`src/rtl/dpd_pkg.sv`:
```
package dpd_pkg;
  localparam int BYTE_W = 8;
  localparam int DRV_W  = 2;

  typedef enum logic [2:0] {
    PK_NONE,
    PK_FDC,
    PK_WAITDRV,
    PK_READBACK,
    PK_EXT
  } port_kind_e;

  typedef struct packed {
    logic             side;
    logic             dbl;
    logic [DRV_W-1:0] drive;
  } ctrl_t;

  localparam logic [BYTE_W-1:0] OFS_WAITDRV  = 8'd4;
  localparam logic [BYTE_W-1:0] OFS_READBACK = 8'd6;
  localparam int BIT_DBL  = 3;
  localparam int BIT_SIDE = 6;

  function automatic port_kind_e classify(input logic [BYTE_W-1:0] addr,
                                          input logic [BYTE_W-1:0] base,
                                          input logic [BYTE_W-1:0] ext);
    logic [BYTE_W-1:0] ofs;
    ofs = addr - base;
    if (addr == ext)              return PK_EXT;
    else if (ofs < 8'd4)          return PK_FDC;
    else if (ofs == OFS_WAITDRV)  return PK_WAITDRV;
    else if (ofs == OFS_READBACK) return PK_READBACK;
    else                          return PK_NONE;
  endfunction

  function automatic ctrl_t unpack_ctrl(input logic [BYTE_W-1:0] b);
    ctrl_t c;
    c.drive = b[DRV_W-1:0];
    c.dbl   = b[BIT_DBL];
    c.side  = b[BIT_SIDE];
    return c;
  endfunction

  function automatic logic [BYTE_W-1:0] pack_ctrl(input ctrl_t c);
    logic [BYTE_W-1:0] b;
    b = '0;
    b[DRV_W-1:0] = c.drive;
    b[BIT_DBL]   = c.dbl;
    b[BIT_SIDE]  = c.side;
    return b;
  endfunction

  function automatic logic [BYTE_W-1:0] wait_status(input logic intrq);
    return {~intrq, {(BYTE_W-1){1'b0}}};
  endfunction
endpackage

```
`src/rtl/dpd_decode.sv`:
```
module dpd_decode
  import dpd_pkg::*;
#(
  parameter logic [7:0] BASE_PRI = 8'hF8,
  parameter logic [7:0] BASE_SEC = 8'h78,
  parameter logic [7:0] EXT_PORT = 8'hFD
) (
  input  logic       base_alt,
  input  logic [7:0] addr,
  output port_kind_e kind,
  output logic [1:0] idx
);
  logic [7:0] base;
  assign base = base_alt ? BASE_SEC : BASE_PRI;
  assign kind = classify(addr, base, EXT_PORT);
  logic [7:0] ofs;
  assign ofs = addr - base;
  assign idx = ofs[1:0];
endmodule

```
`src/rtl/dpd_ctrl_latch.sv`:
```
module dpd_ctrl_latch
  import dpd_pkg::*;
#(
  parameter int EXT_W = 8
) (
  input  logic             clk,
  input  logic             rst_n,
  input  logic             ctrl_we,
  input  logic             ext_we,
  input  logic [7:0]       wdata,
  output ctrl_t            ctrl_q,
  output logic [EXT_W-1:0] ext_q
);
  always_ff @(posedge clk or negedge rst_n) begin
    if (!rst_n) begin
      ctrl_q <= '0;
      ext_q  <= '0;
    end else begin
      if (ctrl_we) ctrl_q <= unpack_ctrl(wdata);
      if (ext_we)  ext_q  <= wdata[EXT_W-1:0];
    end
  end
endmodule

```
`src/rtl/dpd_wait.sv`:
```
module dpd_wait
  import dpd_pkg::*;
(
  input  logic       wait_rd,
  input  logic       drq,
  input  logic       intrq,
  output logic       ready,
  output logic [7:0] status
);
  logic released;
  assign released = drq | intrq;
  assign ready    = ~(wait_rd & ~released);
  assign status   = wait_status(intrq);
endmodule

```
`src/rtl/disk_port_decode.sv`:
```
module disk_port_decode
  import dpd_pkg::*;
#(
  parameter logic [7:0] BASE_PRI = 8'hF8,
  parameter logic [7:0] BASE_SEC = 8'h78,
  parameter logic [7:0] EXT_PORT = 8'hFD,
  parameter int         EXT_W    = 8
) (
  input  logic             clk,
  input  logic             rst_n,
  input  logic             base_alt,
  input  logic [7:0]       io_addr,
  input  logic [7:0]       io_wdata,
  input  logic             io_wr,
  input  logic             io_rd,
  output logic [7:0]       io_rdata,
  output logic             io_ready,
  output logic             fdc_sel,
  output logic [1:0]       fdc_idx,
  output logic             fdc_wr,
  output logic             fdc_rd,
  input  logic [7:0]       fdc_rdata,
  input  logic             fdc_drq,
  input  logic             fdc_intrq,
  output logic [1:0]       drv_sel,
  output logic             side_sel,
  output logic             dens_n,
  output logic             clk16_sel,
  output logic [EXT_W-1:0] ext_addr
);
  port_kind_e kind;
  logic [1:0] idx;
  ctrl_t      ctrl_q;
  logic [7:0] wait_byte;

  // named events for the checker
  logic hit_fdc, hit_wait, hit_rb, hit_ext;
  logic drv_wr_evt, ext_wr_evt, wait_rd_evt;

  dpd_decode #(.BASE_PRI(BASE_PRI), .BASE_SEC(BASE_SEC), .EXT_PORT(EXT_PORT)) u_dec (
    .base_alt (base_alt),
    .addr     (io_addr),
    .kind     (kind),
    .idx      (idx)
  );

  assign hit_fdc     = (kind == PK_FDC);
  assign hit_wait    = (kind == PK_WAITDRV);
  assign hit_rb      = (kind == PK_READBACK);
  assign hit_ext     = (kind == PK_EXT);
  assign drv_wr_evt  = hit_wait & io_wr;
  assign ext_wr_evt  = hit_ext & io_wr;
  assign wait_rd_evt = hit_wait & io_rd;

  dpd_ctrl_latch #(.EXT_W(EXT_W)) u_lat (
    .clk     (clk),
    .rst_n   (rst_n),
    .ctrl_we (drv_wr_evt),
    .ext_we  (ext_wr_evt),
    .wdata   (io_wdata),
    .ctrl_q  (ctrl_q),
    .ext_q   (ext_addr)
  );

  dpd_wait u_wait (
    .wait_rd (wait_rd_evt),
    .drq     (fdc_drq),
    .intrq   (fdc_intrq),
    .ready   (io_ready),
    .status  (wait_byte)
  );

  assign fdc_sel = hit_fdc & (io_rd | io_wr);
  assign fdc_idx = idx;
  assign fdc_wr  = hit_fdc & io_wr;
  assign fdc_rd  = hit_fdc & io_rd;

  assign drv_sel   = ctrl_q.drive;
  assign side_sel  = ctrl_q.side;
  assign dens_n    = ~ctrl_q.dbl;
  assign clk16_sel = ctrl_q.dbl;

  always_comb begin
    unique case (kind)
      PK_FDC:      io_rdata = fdc_rdata;
      PK_WAITDRV:  io_rdata = wait_byte;
      PK_READBACK: io_rdata = pack_ctrl(ctrl_q);
      PK_EXT:      io_rdata = 8'(ext_addr);
      default:     io_rdata = 8'hFF;
    endcase
  end
endmodule

```
`config.mk`:
```
export PLATFORM = sky130hd
export DESIGN_NAME = disk_port_decode
export DESIGN_NICKNAME = d
export VERILOG_FILES = /design/src/rtl/dpd_pkg.sv /design/src/rtl/dpd_decode.sv /design/src/rtl/dpd_ctrl_latch.sv /design/src/rtl/dpd_wait.sv /design/src/rtl/disk_port_decode.sv
export SDC_FILE = /design/constraint.sdc
export NUM_CORES = 1
export LEC_CHECK = 0
export ABC_AREA = 1
export BUFFER_PORTS_ARGS = -buffer_cell sky130_fd_sc_hd__buf_2
export CORE_ASPECT_RATIO = 0.6
export CORE_UTILIZATION = 42
export DETAILED_ROUTE_END_ITERATION = 10
export PLACE_DENSITY = 0.89
export SETUP_SLACK_MARGIN = 0.2
export SLEW_MARGIN = 20
export SYNTH_ARGS = -nofsm -noshare
export SYNTH_HDL_FRONTEND = slang
export SYNTH_SLANG_ARGS = --single-unit
```
`constraint.sdc`:
```
create_clock -name clk -period 1.66 [get_ports clk]
set_clock_uncertainty 0.15 [all_clocks]
set_input_delay 0.083 -clock clk [delete_from_list [all_inputs] [get_ports clk]]
set_output_delay 0.083 -clock clk [all_outputs]
set_load 0.01 [all_outputs]
```
Word-level counts from Yosys, hierarchy flattened
Cells that the tools add are included.
{"block": "totals", "regBits": 12}
{"block": "classes", "n_addsub": 1, "order_cmp": 1, "eq_ne": 7, "mux": 6, "bitwise_logic": 13}
{"op": "$pmux 8 s4", "count": 1}
{"op": "$eq 8x3->1 const B", "count": 2}
{"op": "$mux 3", "count": 3}
{"op": "$eq 8x8->1 const B", "count": 1}
{"op": "$lt 8x3->1 const B", "count": 1}
{"op": "$mux 8", "count": 1}
{"op": "$sub 8x8->8", "count": 1}
{"op": "$and 1x1->1", "count": 7}
{"op": "$eq 3x2->1 const B", "count": 2}
{"op": "$not 1->1", "count": 4}
{"op": "$eq 3x1->1 const B", "count": 1}
{"op": "$eq 3x3->1 const B", "count": 1}
{"op": "$mux 2", "count": 1}
{"op": "$or 1x1->1", "count": 2}

Logic depth before layout (Yosys ltp)
Gate-level depths: netlist (run 1).
{"block": "depth", "word_depth": 11, "mapped_depth": 12, "ltp_nobuf": 11}

Modules after synthesis
A second synthesis (run 1) with hierarchy kept.
{"block": "unflattened", "hier_cells": 171, "hier_area_um2": 1101.1}
{"mod": "dpd_ctrl_latch", "n_inst": 1, "cells_each": 51, "area_per_inst_um2": 454.2, "seq_area_each_um2": 300.3}
{"mod": "disk_port_decode", "n_inst": 1, "cells_each": 76, "area_per_inst_um2": 415.4, "seq_area_each_um2": 0.0}
{"mod": "dpd_decode", "n_inst": 1, "cells_each": 33, "area_per_inst_um2": 163.9, "seq_area_each_um2": 0.0}
{"mod": "dpd_wait", "n_inst": 1, "cells_each": 11, "area_per_inst_um2": 67.6, "seq_area_each_um2": 0.0}

Least setup slack after synthesis (run 1)
No wires, ideal clock.
{"block": "synth_timing", "path_kind": "in2out", "startpoint": "input io_addr[3]", "endpoint": "output io_rdata[7]", "arrival_ps": 1074, "slack_ps": 353, "path_stages": 11, "n_path_buf": 1, "cell_sequence": "ha_1 > nand3_1 > inv_1 > nand2_1 > nand2_1 > nor2_4 > buf_6 > nand3_1 > nand2_1 > nor2_1 > nand2_1"}
{"block": "synth_via", "elab_chain_len": 8, "elab_cells_between_ends": 14}
{"item": "start: declaration", "line": "disk_port_decode.sv:12", "source": "input logic [7:0] io_addr,"}
{"item": "branches (longest 5 deep; another with $sub 8x8->8)"}
{"item": "$mux 3 (*)", "line": "dpd_pkg.sv:29", "source": "if (addr == ext) return PK_EXT;"}
{"item": "$eq 3x3->1, or another cell as far along", "line": "disk_port_decode.sv:84", "source": "unique case (kind)"}
{"item": "$pmux 8 s4 (*)", "line": "disk_port_decode.sv:84"}
{"item": "end: declaration", "line": "disk_port_decode.sv:16", "source": "output logic [7:0] io_rdata,"}
Mark *: on every way between the ends.

Worst setup path in the final report (run 1)
{"block": "layout_timing", "startpoint": "input io_addr[4]", "endpoint": "output io_rdata[6]"}
Same word-level chain as after synthesis.

==> summary.txt, run 1 <==
Die
  – Die area: 2360 um^2
  – Row count: 12
  – Core area: 1940 um^2
  – Die height: 38.1 um
  – # IOs: 58
  – Die Wd: 62.1 um
  – Initial Util: 47.0%

Worst hold path
  – Hold Crit Class: primary input to async pin

Global routing
  – First-pass GRT wire length: 4990 um
  – Met3 Use GR: 6.42%
  – Grt met1 use: 38.6%
  – Total Routing Usage GR: 31.0%
  – Largest net degree at the start of global routing: 13
  – Met2 Resource Use GR: 51.1%
  – Initial antenna violation count: 0
  – Grt ovf: 0
  – Vias in the first global route: 1098
  – GRT busiest layer: met2

STA
  – Max Slew Vio Count: 0
  – Least-Margin Pin Slew: 0.515 ns
  – Max_slew headroom: 65.4%
  – Setup violations, final: 0
  – Max Clk Rate: 610 MHz
  – Hold Vio Cnt, Final: 0
  – Setup TNS: 0 ns
  – Tcrit/Tclk final: 98.8%
  – Final WS setup: 0.0197 ns
  – Final Critical Period: 1.64 ns
  – RSZ-0062 raised after global routing: true

Critical path
  – Crit path largest cell delay: 0.21 ns
  – Slowest stage cell, crit path: nor2_4
  – Worst Setup End Kind: output pin
  – WP data required: 1.43 ns
  – Crit Path Category: primary input to output pin
  – Worst Reg-to-Reg Cells: 1
  – Worst path cell trace: buf_8 -> ha_4 -> nand3_1 -> nand3_1 -> nand3_2 -> nor2_4 -> buf_6 -> nand3_2 -> nand2_2 -> nor2_1 -> nand2_1 -> buf_2
  – CP startpoint kind: primary input
  – WP data arrival: 1.41 ns
  – Worst-path fanout max: 5

Clock network
  – Root buffer cell: clkbuf_4
  – Clk slew on worst S/H paths: 0.09 ns
  – Clk sinks: 12
  – Skew-Pair Late Insertion Delay: 0.29 ns
  – CTS Buf Count: 3
  – CTS tree: yes
  – H-tree depth: 1
  – Longest Clk Path Bufs: 2

Power
  – Worst VDD drop: 425 uV
  – Pwr per Cell Area: 545 nW/um^2
  – Pleak: 0.831 nW
  – Tot Pwr: 0.000801 W

Routing
  – DR WL/cell: 14.6 um
  – DRT iter0 DRCs: 92
  – Vias: 1229
  – # DRC: 0
  – Post-route antenna net violation count: 0
  – Drt first pass iters: 5
  – Vias per Instance: 5.14
  – Routed WL: 3500 um

Cells and area
  – Layout area overhead: 61.6%
  – Fin util: 75.9%
  – FILL cells: 131
  – Fin nets: 244
  – Finished Layout Cells: 239
  – Antenna diodes: 0
  – Share of layout cells above drive strength 1: 41.2%

Logic synthesis
  – Synthesized area: 910 um^2
  – Largest cells by area after synthesis: dfrtp_1 33%, nand2_1 16%, inv_1 9.5%
  – Synth warn: 0
  – Distinct cells, synth: 20
  – Async set or reset register ratio after synthesis: 100%
  – EDFF count, synth: 0
  – Top-count cell post-synth: nand2_1
  – Syn Area/Cell: 6.64 um^2
  – #FFs+latches synth: 12
  – Yosys top cell area share: 33.0%
  – Post-synth top cells: 39 x nand2_1, 23 x inv_1, 17 x nand3_1, 17 x nor2_1, 12 x dfrtp_1
  – Cell count after synthesis: 137
  – Ys flop type: dfrtp_1
  – Sequential element share of the synthesized area: 33.0%
  – Syn Nets: 169
  – Area leader, netlist: dfrtp_1

Placed design
  – Place WS: -0.0150 ns
  – Port buffer count: 57
  – DP Wirelength: 2250 um
  – Placer Congestion: 0.845
  – Placed Cells: 223

Job
  – Maxcap violations: 0

Status
  – Status: finished clean
-- repair_timing --
action | CTS | global route
pin swaps | 8 | 1
hold endpoints to repair | 24 | 0
hold buffers | 10 | 0
setup endpoints to repair | 12 | 12
gates resized for setup | 17 | 4
buffers inserted | 2 | 0
-- layout make-up --
class / count / area, um^2 / area share, %
Multi-Input combinational cell: 97 / 541 / 36.8
Inverter: 24 / 92.6 / 6.30
Timing Repair Buffer: 74 / 465 / 31.7
Tap cell: 28 / 35.0 / 2.38
Clock buffer: 4 / 36.3 / 2.47
Sequential cell: 12 / 300 / 20.4
-- placed cells by master (no fill, tap or decap), drive strengths merged --
master and instances:
a21oi 1, clkbuf 4, ha 1, nor3 3
nand2 40, o21a 4, dlygate4sd3 10, nand4 2
o21ai 5, dfrtp 12, inv 24, mux2 3
nand3 19, buf 64, nor2 19
-- registers in the layout, summed over array words and instances (netlist names) --
| name | flops |
|---|---|
| u_lat.ctrl_q | 4 |
| u_lat.ext_q | 8 |
-- power breakdown --
part,switching [W],internal (W),total [W]
combinational,0.000119,0.000107,0.000226
sequential,0.0000166,0.000312,0.000328
clock,0.000113,0.000134,0.000246
-- per-layer routing --
layer / up-vias / wire [um] / share of wire (%)
li1: 578 / - / -
met1: 547 / 1450 / 41
met2: 88 / 1610 / 46
met3: 16 / 314 / 9.0
met4: 0 / 127 / 3.6
met5: - / 0 / 0
-- logic make-up after synthesis --
logic type               count (synthesis)  share of synthesized area, %
AO/OA/AOI/OAI                           10                          6.60
adder cells (fa/ha/maj)                  1                          1.38
buffers and inverters                   28                          13.6
flip-flops                              12                          33.0
multiplexers                             3                          3.71
AND/OR/NAND/NOR                         83                          41.7
-- metrics by stage --
step,cell area (um^2),hold slack [ns]
6_report,1470,0.0597
3_3_place_gp,1230,-0.183
2_1_floorplan,910,-0.363
3_5_place_dp,1230,-0.176
4_1_cts,1460,0.0541
5_1_grt,1470,0.0649
-- critical path, delay by kind of cell --
family,cells,cell delay [ns]
adders and majority gates,1,0.16
and+or+nand+nor,8,0.80
buffers and inverters,3,0.35
-- final timing paths --
check,startpoint,end,slack [ns]
worst max-delay path,io_addr[4],io_rdata[6],0.02
worst min-delay path,rst_n,u_lat.ctrl_q[2],0.06
worst max register to register,u_lat.ext_q[5],u_lat.ext_q[5],0.71
worst min register to register,u_lat.ext_q[1],u_lat.ext_q[1],0.38
max in group asynchronous,rst_n,u_lat.ext_q[4],1.07
min in group clk,io_addr[0],u_lat.ctrl_q[1],0.08
(Power assumes the default switching activity.)
==> run 2, diff against run 1 <==
CORE_ASPECT_RATIO = default   (was 0.6)
==> run 2 against run 1 <==
Net effect:
- die area is 0.27% lower
- sequential share of layout area shrank 0.99 points
- fmax rose by 4.3%
- first-iteration DRC count shrank 71%
- largest power group unchanged
- worst setup slack gained 0.067 ns
- via count decreased by 6.1%
- worst hold slack got worse by 0.017 ns
- utilization is 1.3 points higher
- global-route usage fell by 4.3 points
- clock power is 3% lower
- count of clock-buffer cells in the layout stayed put
- register-to-register slack about the same
==> summary.txt, run 2 (synthesized netlist as in run 1, its figures left out) <==
Status
  – Status: finished clean

Global routing
  – Initial antenna violation count: 0 (unchanged)
  – Total Routing Usage GR: 26.7% (-4.3 points)
  – Grt ovf: 0 (unchanged)
  – First-pass GRT wire length: 4900 um (-1.8%)
  – Largest net degree at the start of global routing: 13 (unchanged)
  – Vias in the first global route: 1148 (+4.6%)

STA
  – Tcrit/Tclk final: 94.7% (-4.1 points)
  – Least-Margin Pin Slew: 0.463 ns (-0.0520 ns)
  – Setup violations, final: 0 (unchanged)
  – Max_slew headroom: 69.0% (+3.6 points)
  – Final Critical Period: 1.57 ns (-0.0675 ns)
  – Final WS setup: 0.0872 ns (+0.0675 ns)
  – Hold Vio Cnt, Final: 0 (unchanged)
  – Max Clk Rate: 636 MHz (+4.3%)
  – RSZ-0062 raised after global routing: true
  – Max Slew Vio Count: 0 (unchanged)

Placed design
  – Port buffer count: 57 (unchanged)
  – DP Wirelength: 2100 um (-6.6%)
  – Placed Cells: 223 (unchanged)
  – Place WS: -0.0274 ns (-0.0123 ns)
  – Dpl cell area: 1250 um^2 (+1.5%)
  – Placer Congestion: 0.868 (+2.7%)

Power
  – Share of power burned in registers: 41.5% (+0.5 points)
  – Pwr per Cell Area: 515 nW/um^2 (-5.4%)
  – Clock group share of total power: 29.9% (-0.9 points)
  – Sw power: 0.000238 W (-4.2%)
  – Worst VDD drop: 657 uV (+55%)
  – Switching share of power: 29.9% (-1.1 points)
  – Power Internal: 0.000559 W (+1.1%)
  – Pleak: 0.854 nW (+2.9%)
  – Comb pwr share: 28.6% (+0.4 points)

Die
  – Row count: 16 (+4)
  – Die area: 2360 um^2 (-0.27%)
  – Die height: 48.5 um (+28%)
  – Initial Util: 45.4% (-1.5 points)
  – # IOs: 58 (unchanged)
  – Die Wd: 48.5 um (-22%)
  – Core area: 2000 um^2 (+3.4%)

Cells and area
  – Fin nets: 246 (+0.82%)
  – Share of layout cells above drive strength 1: 45.1% (+3.8 points)
  – Layout area overhead: 69.9%
  – Final instance area: 1550 um^2 (+5.1%)
  – Commonest cells after routing, fill and taps aside: 52 x buf_2, 35 x nand2_1, 22 x inv_1
  – Fin util: 77.2% (+1.3 points)
  – Commonest non-fill, non-tap cell in the layout: buf_2
  – Max reg flops: 8 (unchanged)
  – Finished Layout Cells: 240 (+0.42%)
  – Most flops, register: u_lat.ext_q
  – Antenna diodes: 0 (unchanged)
  – Regs by FF count: u_lat.ext_q: 8 flops, u_lat.ctrl_q: 4 flops

Critical path
  – Worst reg2reg path startpoint: u_lat.ext_q[2]
  – CP startpoint kind: primary input
  – Worst Reg-to-Reg Cells: 1 (unchanged)
  – Crit Path Category: primary input to output pin
  – Worst-path fanout max: 6 (+1)
  – WP data required: 1.43 ns (about the same)
  – WP data arrival: 1.34 ns (-0.07 ns)
  – Worst Setup End Kind: output pin
  – Critical R2R Capture: u_lat.ext_q[2]
  – Reg2reg setup slack: 0.71 ns (about the same)

Routing
  – DRT iter0 DRCs: 27 (-71%)
  – Vias per Instance: 4.81 (-6.5%)
  – Post-route antenna net violation count: 0 (unchanged)
  – Routed WL: 3160 um (-9.5%)
  – Vias: 1154 (-6.1%)
  – DR WL/cell: 13.2 um (-9.8%)
  – # DRC: 0 (unchanged)
  – Drt first pass iters: 4 (-1)

Job
  – Maxcap violations: 0 (unchanged)

Clock network
  – Skew-Pair Late Insertion Delay: 0.28 ns (about the same)
  – Root buffer cell: clkbuf_4
  – Clk slew on worst S/H paths: 0.07 ns (-0.02 ns)
  – Longest Clk Path Bufs: 2 (unchanged)
  – CTS Buf Count: 3 (unchanged)
  – CTS tree: yes
  – Clk sinks: 12 (unchanged)
  – H-tree depth: 1 (unchanged)

Worst hold path
  – Hold Crit Class: primary input to async pin
[run 2: changes by cell type in the layout (fill, tap and decap cells not counted), sizes merged]
cell	previous run	this run
buf	64	66
[run 2: worst max path at each step]
stage,start,end,slack (ns),cells past startpoint
final,io_addr[4],io_rdata[3],0.09,13
after global routing,io_addr[3],io_rdata[0],-0.02,14
after CTS,io_addr[4],io_rdata[3],0.11,13
after detailed placement,io_addr[4],io_rdata[5],-0.03,11
after global placement,io_addr[3],io_rdata[4],0.02,11
after floorplan,io_addr[3],io_rdata[7],0.35,11
[run 2: area by class of cell]
cell class | count | area (um^2)
sequential | 12 | 300
timing repair buffer | 76 | 504
inverter | 24 | 92.6
multi-input combinational | 97 | 578
tap | 27 | 33.8
fill | 156 | 457
clock buffer | 4 | 36.3
[run 2: through the flow]
step / power (W) / hold WS [ns] / setup TNS, ns
final: 0.000796 / 0.0424 / 0
after global routing: 0.000833 / 0.0655 / -0.0631
after CTS: 0.000775 / 0.0529 / 0
after detailed placement: 0.000511 / -0.182 / -0.125
after global placement: 0.000506 / -0.184 / 0
after floorplan: 0.000415 / -0.363 / 0
[run 2: critical path, cell delays in order]
cell     delay (ns)
buf_8          0.10
ha_4           0.16
nand2_1        0.06
nand2_1        0.06
nor2_2         0.08
nand2_2        0.06
nor2_4         0.21
buf_12         0.15
nand3_2        0.06
nand2_2        0.07
nor2_1         0.04
nand2_1        0.07
buf_6          0.11
[run 2: power by group through the flow]
stage | Combinational, W | Clock (W) | Sequential [W]
final | 0.000228 | 0.000238 | 0.000330
after global routing | 0.000246 | 0.000254 | 0.000333
after CTS | 0.000214 | 0.000233 | 0.000328
after detailed placement | 0.000177 | 0 | 0.000334
after global placement | 0.000173 | 0 | 0.000332
after floorplan | 0.0000743 | 0 | 0.000341
[run 2: what timing repair did]
item,4_1_cts,5_1_grt
endpoints found under the setup margin,12,12
setup buffers,2,1
pin swaps,10,10
resized for setup,16,14
hold buffers,10,0
hold endpoints to repair,24,0
[run 2: metal layers]
metal	global-route usage, %	vias up	wire length [um]
met5	0	-	0
met4	13.2	0	78
met3	3.77	9	154
met2	53.1	39	1770
met1	26.5	527	1170
li1	-	579	-
==> run 3, diff against run 2 <==
==> constraint.sdc (replaced) <==
create_clock -name clk -period 1.66 [get_ports clk]
set_clock_uncertainty 0.15 [all_clocks]
set_input_delay 0.332 -clock clk [delete_from_list [all_inputs] [get_ports clk]]
set_output_delay 0.332 -clock clk [all_outputs]
set_load 0.01 [all_outputs]
==> run 3 against run 2 <==
Net effect:
- worst hold slack better by 0.077 ns
- critical path type unchanged
- sequential power about the same
- the flow now finishes with violations (setup timing)
- critical path depth down 1
- via count up 1.2%
==> summary.txt, run 3 (synthesized netlist as in run 1, its figures left out) <==
Die
  – Die Wd: 48.5 um (unchanged)
  – Initial Util: 45.4% (unchanged)
  – Die area: 2360 um^2 (unchanged)
  – Core area: 2000 um^2 (unchanged)
  – Row count: 16 (unchanged)
  – # IOs: 58 (unchanged)
  – Die height: 48.5 um (unchanged)

STA
  – Setup TNS: -4.22 ns (-4.22 ns)
  – Tcrit/Tclk final: 125% (+30 points)
  – Hold Vio Cnt, Final: 0 (unchanged)
  – Setup violations, final: 12 (+12)
  – Max Slew Vio Count: 0 (unchanged)
  – Final WS setup: -0.415 ns (-0.502 ns)
  – Least-Margin Pin Slew: 0.345 ns (-0.117 ns)
  – Max_slew headroom: 76.8% (+7.8 points)
  – RSZ-0062 raised after global routing: true
  – Max Clk Rate: 482 MHz (-24%)
  – Final Critical Period: 2.08 ns (+0.502 ns)

Global routing
  – Largest net degree at the start of global routing: 13 (unchanged)
  – First-pass GRT wire length: 4460 um (-8.9%)
  – Grt ovf: 0 (unchanged)
  – Vias in the first global route: 1086 (-5.4%)
  – Initial antenna violation count: 0 (unchanged)
  – Total Routing Usage GR: 24.3% (-2.3 points)

Clock network
  – H-tree depth: 1 (unchanged)
  – Longest Clk Path Bufs: 2 (unchanged)
  – Clk slew on worst S/H paths: 0.07 ns (about the same)
  – CTS Buf Count: 3 (unchanged)
  – Skew-Pair Late Insertion Delay: 0.28 ns (about the same)
  – CTS tree: yes
  – Root buffer cell: clkbuf_4
  – Clk sinks: 12 (unchanged)

Power
  – Pwr per Cell Area: 518 nW/um^2 (+0.43%)
  – Tot Pwr: 0.000777 W (-2.4%)
  – Worst VDD drop: 517 uV (-21%)
  – Pleak: 0.859 nW (+0.54%)

Critical path
  – Worst path cell trace: buf_8 -> ha_4 -> nand3_1 -> nand3_1 -> nand3_2 -> nor2_4 -> buf_6 -> nand3_1 -> nand2_1 -> nor2_1 -> nand2_1 -> buf_6
  – Crit Path Category: primary input to output pin
  – Crit path largest cell delay: 0.20 ns (about the same)
  – WP data arrival: 1.59 ns (+0.25 ns)
  – CP dominant cell by count: nand3_1
  – Worst Setup End Kind: output pin
  – Slowest stage cell, crit path: nor2_4
  – CP startpoint kind: primary input
  – WP data required: 1.18 ns (-0.25 ns)
  – Worst-path fanout max: 6 (unchanged)

Cells and area
  – Multi-input gate area: 577 um^2 (-0.22%)
  – Most flops, register: u_lat.ext_q
  – FILL cells: 162 (+3.8%)
  – Commonest non-fill, non-tap cell in the layout: buf_2
  – Share of layout cells above drive strength 1: 47.4% (+2.3 points)
  – Antenna diodes: 0 (unchanged)
  – Commonest cells after routing, fill and taps aside: 54 x buf_2, 37 x nand2_1, 23 x inv_1
  – Final instance area: 1500 um^2 (-2.8%)
  – Fin nets: 244 (-0.81%)
  – Finished Layout Cells: 238 (-0.83%)
  – Register area: 300 um^2 (unchanged)
  – Regs by FF count: u_lat.ext_q: 8 flops, u_lat.ctrl_q: 4 flops
  – Max reg flops: 8 (unchanged)
  – Layout area overhead: 65.1%

Placed design
  – Place WS: -0.378 ns (-0.350 ns)
  – Placed Cells: 231 (+3.6%)
  – DP Wirelength: 2120 um (+0.69%)
  – Placer Congestion: 0.849 (-2.2%)
  – Port buffer count: 57 (unchanged)
  – Dpl cell area: 1320 um^2 (+5.5%)

Routing
  – Post-route antenna net violation count: 0 (unchanged)
  – DRT iter0 DRCs: 21 (-22%)
  – Drt first pass iters: 4 (unchanged)
  – Vias: 1168 (+1.2%)
  – # DRC: 0 (unchanged)
  – Vias per Instance: 4.91 (+2.1%)
  – DR WL/cell: 12.7 um (-3.6%)
  – Routed WL: 3030 um (-4.4%)

Status
  – Failing checks: setup timing
  – Status: complete, but fails checks

Worst hold path
  – Hold Crit Class: primary input to flip-flop

Job
  – Maxcap violations: 0 (unchanged)
run 3: cell types whose count changed in the layout (fill, tap and decap cells not counted), moves of 3 or more:
cell           change
buf_4              +3
dlygate4sd3_1      -9
mux2_2             -3
mux2_4             +3
nand3_1            +3
run 3: timing repair:
action,CTS,global route
hold buffers,1,0
resized for setup,14,15
buffers inserted,1,0
cloned,0,1
setup endpoints to repair,19,23
hold endpoints to repair,12,0
pin swaps,6,4
run 3: stage by stage:
| stage | util [%] | hold WS (ns) |
|---|---|---|
| floorplan | - | -0.114 |
| global placement | 66.0 | 0.0661 |
| detailed placement | 66.0 | 0.0677 |
| CTS | 71.8 | 0.117 |
| global route | 75.0 | 0.122 |
| finish | 75.0 | 0.119 |
run 3: area by class of cell:
class	instances	share of cell area (%)
inverters	24	6.00
clock buffers	4	2.42
multi-input cells	97	38.4
well taps	27	2.25
repair buffers	74	30.9
flip-flops and latches	12	20.0
run 3: worst paths after layout:
| check | from | to | slack [ns] | cells past startpoint |
|---|---|---|---|---|
| worst min-delay path | io_wdata[7] | u_lat.ext_q[7] | 0.12 | 3 |
| max in group asynchronous | rst_n | u_lat.ext_q[7] | 0.84 | 2 |
| worst min register to register | u_lat.ext_q[0] | u_lat.ext_q[0] | 0.38 | 1 |
| worst max-delay path | io_addr[3] | io_rdata[1] | -0.42 | 12 |
| min in group asynchronous | rst_n | u_lat.ext_q[2] | 0.30 | 2 |
| worst max register to register | u_lat.ext_q[4] | u_lat.ext_q[4] | 0.72 | 1 |
run 3: routing by layer:
metal	routed length (um)	part of all wire [%]	GRT usage, %	vias to the layer above
met5	0	0	0	-
met4	75	2.5	12.7	0
met3	143	4.7	2.52	9
met2	1660	55	46.2	47
met1	1140	38	26.3	531
li1	-	-	-	581
run 3: worst max-delay path: cells and delay by family:
family	cells	cell delay, ns
AND/OR/NAND/NOR	8	0.76
adder cells (fa/ha/maj)	1	0.14
buffers and inverters	3	0.36
run 3: power breakdown:
part / internal, W / switching (W) / total [W]
clock: 0.000134 / 0.0000990 / 0.000233
sequential: 0.000312 / 0.0000167 / 0.000329
combinational: 0.000105 / 0.000111 / 0.000216
total: 0.000550 / 0.000227 / 0.000777
